==> src/rtl/amem_reader.sv <==
`timescale 1ns/1ps
module amem_reader #(
  parameter int ADDR_W   = 18,
  parameter int DATA_W   = 16,
  parameter int CLK_PS   = 10000,
  parameter int TA0_PS   = 120000,
  parameter int TA1_PS   = 150000,
  parameter int TA2_PS   = 200000,
  parameter int TO0_PS   = 60000,
  parameter int TO1_PS   = 80000,
  parameter int TO2_PS   = 100000,
  parameter int TREL_PS  = 50000,
  parameter int CNT_W    = 8
) (
  input  logic              clk,
  input  logic              rst_n,
  input  logic [1:0]        grade,
  input  logic              req_valid,
  output logic              req_ready,
  input  logic [ADDR_W-1:0] req_addr,
  output logic              rsp_valid,
  output logic [DATA_W-1:0] rsp_data,
  output logic [ADDR_W-1:0] mem_addr,
  output logic              mem_ce_n,
  output logic              mem_oe_n,
  input  logic [DATA_W-1:0] mem_data
);
  localparam int A0 = (TA0_PS + CLK_PS - 1) / CLK_PS;
  localparam int A1 = (TA1_PS + CLK_PS - 1) / CLK_PS;
  localparam int A2 = (TA2_PS + CLK_PS - 1) / CLK_PS;
  localparam int O0 = (TO0_PS + CLK_PS - 1) / CLK_PS;
  localparam int O1 = (TO1_PS + CLK_PS - 1) / CLK_PS;
  localparam int O2 = (TO2_PS + CLK_PS - 1) / CLK_PS;
  localparam int RC = (TREL_PS + CLK_PS - 1) / CLK_PS;
  localparam int RL = (RC < 1) ? 0 : RC - 1;
  localparam logic [CNT_W-1:0] ONE      = CNT_W'(1);
  localparam logic [CNT_W-1:0] REL_LAST = CNT_W'(RL);

  typedef enum logic [1:0] {S_IDLE, S_ACC, S_REL} st_t;
  st_t st;
  logic [CNT_W-1:0] cnt, lim_a, lim_os, sel_a, sel_os;

  always_comb begin
    case (grade)
      2'd0:    begin sel_a = CNT_W'(A0); sel_os = CNT_W'(A0 - O0); end
      2'd1:    begin sel_a = CNT_W'(A1); sel_os = CNT_W'(A1 - O1); end
      default: begin sel_a = CNT_W'(A2); sel_os = CNT_W'(A2 - O2); end
    endcase
  end

  assign req_ready = (st == S_IDLE);

  always_ff @(posedge clk) begin
    if (!rst_n) begin
      st        <= S_IDLE;
      cnt       <= '0;
      lim_a     <= '0;
      lim_os    <= '0;
      mem_addr  <= '0;
      mem_ce_n  <= 1'b1;
      mem_oe_n  <= 1'b1;
      rsp_valid <= 1'b0;
      rsp_data  <= '0;
    end else begin
      rsp_valid <= 1'b0;
      case (st)
        S_IDLE: if (req_valid) begin
          mem_addr <= req_addr;
          mem_ce_n <= 1'b0;
          mem_oe_n <= (sel_os != '0);
          lim_a    <= sel_a;
          lim_os   <= sel_os;
          cnt      <= '0;
          st       <= S_ACC;
        end
        S_ACC: begin
          cnt <= cnt + ONE;
          if (cnt + ONE == lim_os) mem_oe_n <= 1'b0;
          if (cnt == lim_a) begin
            rsp_data  <= mem_data;
            rsp_valid <= 1'b1;
            mem_ce_n  <= 1'b1;
            mem_oe_n  <= 1'b1;
            cnt       <= '0;
            st        <= S_REL;
          end
        end
        default: begin
          if (cnt >= REL_LAST) st <= S_IDLE;
          else cnt <= cnt + ONE;
        end
      endcase
    end
  end

  assert_accept_R2: assert property (@(posedge clk) disable iff (!rst_n)
    (req_valid && req_ready) |=> (!req_ready && !mem_ce_n));
  assert_addr_stable_R3: assert property (@(posedge clk) disable iff (!rst_n)
    (!mem_ce_n && $past(!mem_ce_n)) |-> $stable(mem_addr));
  assert_single_pulse_R5: assert property (@(posedge clk) disable iff (!rst_n)
    rsp_valid |=> !rsp_valid);
  assert_close_on_capture_R5: assert property (@(posedge clk) disable iff (!rst_n)
    rsp_valid |-> (mem_ce_n && mem_oe_n && !req_ready));
  assert_gate_under_select_R8: assert property (@(posedge clk) disable iff (!rst_n)
    !mem_oe_n |-> !mem_ce_n);
  assert_standby_R8: assert property (@(posedge clk) disable iff (!rst_n)
    req_ready |-> (mem_ce_n && mem_oe_n));
endmodule

==> config.mk <==
export PLATFORM = sky130hd
export DESIGN_NAME = amem_reader
export DESIGN_NICKNAME = d
export VERILOG_FILES = /design/src/rtl/amem_reader.sv
export SDC_FILE = /design/constraint.sdc
export NUM_CORES = 1
export LEC_CHECK = 0
export BUFFER_PORTS_ARGS = -buffer_cell sky130_fd_sc_hd__buf_2
export CAP_MARGIN = 0
export CORE_MARGIN = 8
export CORE_UTILIZATION = 30
export CTS_CLUSTER_SIZE = 8
export DETAILED_ROUTE_END_ITERATION = 8
export GPL_ROUTABILITY_DRIVEN = 0
export PLACE_DENSITY_LB_ADDON = 0.05
export SYNTH_ARGS = -nofsm -noshare
export SYNTH_HDL_FRONTEND = slang
export SYNTH_SLANG_ARGS = --single-unit
==> constraint.sdc <==
create_clock -name clk -period 5.2 [get_ports clk]
set_clock_uncertainty 0.15 [all_clocks]
set_input_delay 0.52 -clock clk [delete_from_list [all_inputs] [get_ports clk]]
set_output_delay 0.52 -clock clk [all_outputs]
set_load 0.01 [all_outputs]
==> flow_summary_export.csv <==
group,metric,value,unit
grt,grt_first_pass_wirelength,9040,µm
floorplan,start_util,31.0,%
cells_and_area,design.final.nets,341,
sta,final_max_tran_viols,0,
sta,final.setup.tns,0,ns
pwr,leakage,1.15,nW
grt,groute.usage.overall,11.1,%
clock_tree,clkSlewWorstSetupHoldPaths,0.09,ns
clock_tree,cts_setup_buffers,0,
synthesis,syn_avg_cell_area,9.06,µm²
synthesis,synth_top_cells_by_area,"sky130_fd_sc_hd__dfxtp_1 49%, sky130_fd_sc_hd__nand2_1 9.3%, sky130_fd_sc_hd__a21oi_1 7.2%",
sta,fmax,408,MHz
synthesis,synth_area,2090,µm²
clock_tree,cts_inserted_buffers,5,
worst_setup_path,worst_ep_required_time,5.25,ns
clock_tree,cts.hold.buffers_added,0,
clock_tree,cts_tree,"done",
floorplan,floorplan.rows,30,
clock_tree,worstSkewPairLatency,0.30,ns
routing,wl_met1,2520,µm
placement,port_buffers,76,
placement,dp_hpwl,3820,µm
worst_setup_path,buffers_inverters_on_critical_path,2,
cells_and_area,layout-drive-gt1-share,31.0,%
sta,transition_time_at_the_pin_with_the_least_slew_margin,0.992,ns
clock_tree,cts_resized,0,
sta,max-slew-margin-rel,33.5,%
cells_and_area,filler_cell_count,704,
worst_setup_path,worstSetupStartpointType,"input pin",
routing,initialDrtViolationCount,80,
clock_tree,max-clock-path-buffers,2,
worst_setup_path,setup.worst_path.class,"in2reg",
floorplan,die_h,99.5,µm
clock_tree,cts_root_buf,"sky130_fd_sc_hd__clkbuf_8",
cells_and_area,multi_input_comb_area,965,µm²
sta,timing_hold_violations_final,0,
routing,highest-signal-layer,"met4",
grt,grt_max_degree,34,
routing,wl_met3,384,µm
worst_setup_path,critical_path.slowest_cell,"sky130_fd_sc_hd__a31oi_4",
routing,routed_wire_length_per_instance,14.2,µm
clock_tree,cts.sink_count,51,
routing,route.vias.total,1795,
routing,dr_wl_met2,2460,µm
sta,final_min_period_over_clock_period,47.1,%
pwr,ir_worst_vdd,121,µV
synthesis,ys.warnings.count,0,
floorplan,dieWidth,99.5,µm
sta,period_needed,2.45,ns
sta,setup_repair_after_global_routing_missed_its_margin,"no",
synthesis,post_synth_num_cell_types,39,
grt,grt_antenna_before_repair,0,
synthesis,number_of_storage_elements_in_the_synthesis_netlist,51,
synthesis,netlist.top_cell.by_area,"sky130_fd_sc_hd__dfxtp_1",
status,outcome,"finished, final reports clean",
routing,postRouteAntennaNets,0,
synthesis,synth_top_area_share,48.8,%
worst_setup_path,critical_path_peak_fanout,33,
worst_setup_path,setup.worst_path.end_class,"register",
synthesis,total_nets_after_synthesis,272,
worst_setup_path,crit_path_cell_trace,"buf_2 -> clkinv_1 -> a31oi_4 -> nand2_1 -> a21o_1",
floorplan,design.core.area,6760,µm²
routing,detail_route.vias_per_cell,4.72,
floorplan,floorplan.die_area,9900,µm²
routing,wl,5410,µm
grt,first_global_vias,1832,
worst_hold_path,timing.hold.worst.class,"in2reg",
synthesis,synth_seq_area_share,48.8,%
job,maxCapViolations,0,
clock_tree,h-tree-depth,2,
floorplan,num_io_pins,77,
cells_and_area,area.sequential,1020,µm²
worst_setup_path,cp_data_arrival_time,2.50,ns
cells_and_area,num_antenna_cells,0,
sta,finalSetupViolations,0,
routing,dr.pass1.iters,4,
cells_and_area,fin_util,38.1,%
pwr,pwr_per_cell_area,348,nW/µm²
worst_setup_path,cpLargestDelayFamily,"compound AO/OA/AOI/OAI gates",
grt,grt.overflow.total,0,
worst_setup_path,slowest_stage_delay_on_critical_path,0.84,ns
routing,route.detailed.drc,0,
cells_and_area,area_growth_syn_to_layout,23.1,%
synthesis,synthCells,231,
cells in the mapped netlist, drive strengths merged:
master    n
xor2      5
clkinv    1
o21ai     4
and3      3
nand2b    1
ha        2
o21bai    4
nand4     2
or3b      1
dfxtp    51
o21a      1
nor3      5
clkbuf    8
o2bb2ai   1
a21oi    30
o211a     1
and2      2
nand2    52
a31oi     2
xnor2     7
nand3     5
o22ai     2
buf       7
a21o      1
a21boi    1
and4      1
nand3b    1
nor4b     1
nor2b     3
nor2      7
nor3b     1
inv       2
a22o     16
metrics by stage:
stage               cell area [µm²]  worst slack, ns  hold slack [ns]  power, W  cells
floorplan                      2090             3.47            0.303  0.000601    231
global placement               2480             2.37            0.289  0.000675    373
detailed placement             2480             2.33            0.296  0.000674    373
CTS                            2580             2.66            0.261  0.000915    380
global route                   2580             2.45            0.253  0.000963    380
finish                         2580             2.75            0.276  0.000897    380
logic make-up (layout without fill, tap and decap cells):
group           after synthesis  in the layout  synth area share, %
fa+ha+maj                     2              2                 1.20
flops                        51             51                 48.8
compound gates               63             63                 20.7
xor+xnor                     12             12                 5.02
simple gates                 85             85                 19.0
buf+inv                      18             87                 5.32
sequential cells by signal (all words and copies together), names as in the netlist:
register   flops
st             2
rsp_data      16
lim_os         4
cnt            8
mem_ce_n       1
mem_addr      18
mem_oe_n       1
rsp_valid      1
cells in the final DEF, fill, tap and decap left out, types with 2 or more instances in the layout:
| cell | Yosys | routed |
|---|---|---|
| sky130_fd_sc_hd__o21bai_1 | 4 | 4 |
| sky130_fd_sc_hd__nand4_1 | 2 | 2 |
| sky130_fd_sc_hd__clkbuf_8 | 0 | 6 |
| sky130_fd_sc_hd__nor3_1 | 4 | 4 |
| sky130_fd_sc_hd__o22ai_1 | 2 | 2 |
| sky130_fd_sc_hd__a21oi_1 | 30 | 30 |
| sky130_fd_sc_hd__nor2b_1 | 3 | 3 |
| sky130_fd_sc_hd__and3_1 | 2 | 2 |
| sky130_fd_sc_hd__nor2_1 | 7 | 7 |
| sky130_fd_sc_hd__nand3_1 | 5 | 5 |
| sky130_fd_sc_hd__inv_1 | 2 | 2 |
| sky130_fd_sc_hd__o21ai_0 | 4 | 4 |
| sky130_fd_sc_hd__buf_2 | 2 | 76 |
| sky130_fd_sc_hd__dfxtp_1 | 51 | 51 |
| sky130_fd_sc_hd__a22o_1 | 16 | 16 |
| sky130_fd_sc_hd__xor2_1 | 5 | 5 |
| sky130_fd_sc_hd__xnor2_1 | 7 | 7 |
| sky130_fd_sc_hd__nand2_1 | 52 | 52 |
| sky130_fd_sc_hd__ha_1 | 2 | 2 |
layout make-up:
type                    instances  area share [%]
multi-input cells             162            37.4
flip-flops and latches         51            39.6
inverters                       3           0.437
well taps                      80            3.89
repair buffers                 77            15.1
clock inverters                 1           0.340
clock buffers                   6            3.21
final timing paths:
check	startpoint	end	slack [ns]	depth (start not counted)
worst max-delay path	rst_n	mem_oe_n$_SDFFE_PN1P_	2.75	5
worst min-delay path	mem_data[7]	rsp_data[7]$_SDFFE_PN0P_	0.28	2
worst max register to register	cnt[0]$_SDFFE_PN0P_	mem_oe_n$_SDFFE_PN1P_	3.28	7
worst min register to register	mem_addr[0]$_SDFFE_PN0P_	mem_addr[0]$_SDFFE_PN0P_	0.31	2
routing by layer:
metal | vias to the layer above | global-route usage [%]
met2 | 54 | 17.5
met1 | 808 | 13.5
met3 | 5 | 4.82
li1 | 928 | -
met4 | 0 | 3.14
met5 | - | 0
where the power goes:
| group | total [W] | internal [W] | switching [W] |
|---|---|---|---|
| sequential | 0.000453 | 0.000427 | 0.0000261 |
| combinational | 0.000208 | 0.0000896 | 0.000119 |
| clock | 0.000236 | 0.000107 | 0.000129 |
| total | 0.000897 | 0.000624 | 0.000274 |
worst reg2reg max path, delay by kind of cell (launching register included):
kind / cells / cell delay, ns
compound gates: 1 / 0.19
fa+ha+maj: 1 / 0.33
simple gates: 3 / 0.43
buf+inv: 1 / 0.12
flops: 1 / 0.46
xor+xnor: 1 / 0.15
Note: power is estimated with default switching activity, not from simulation.
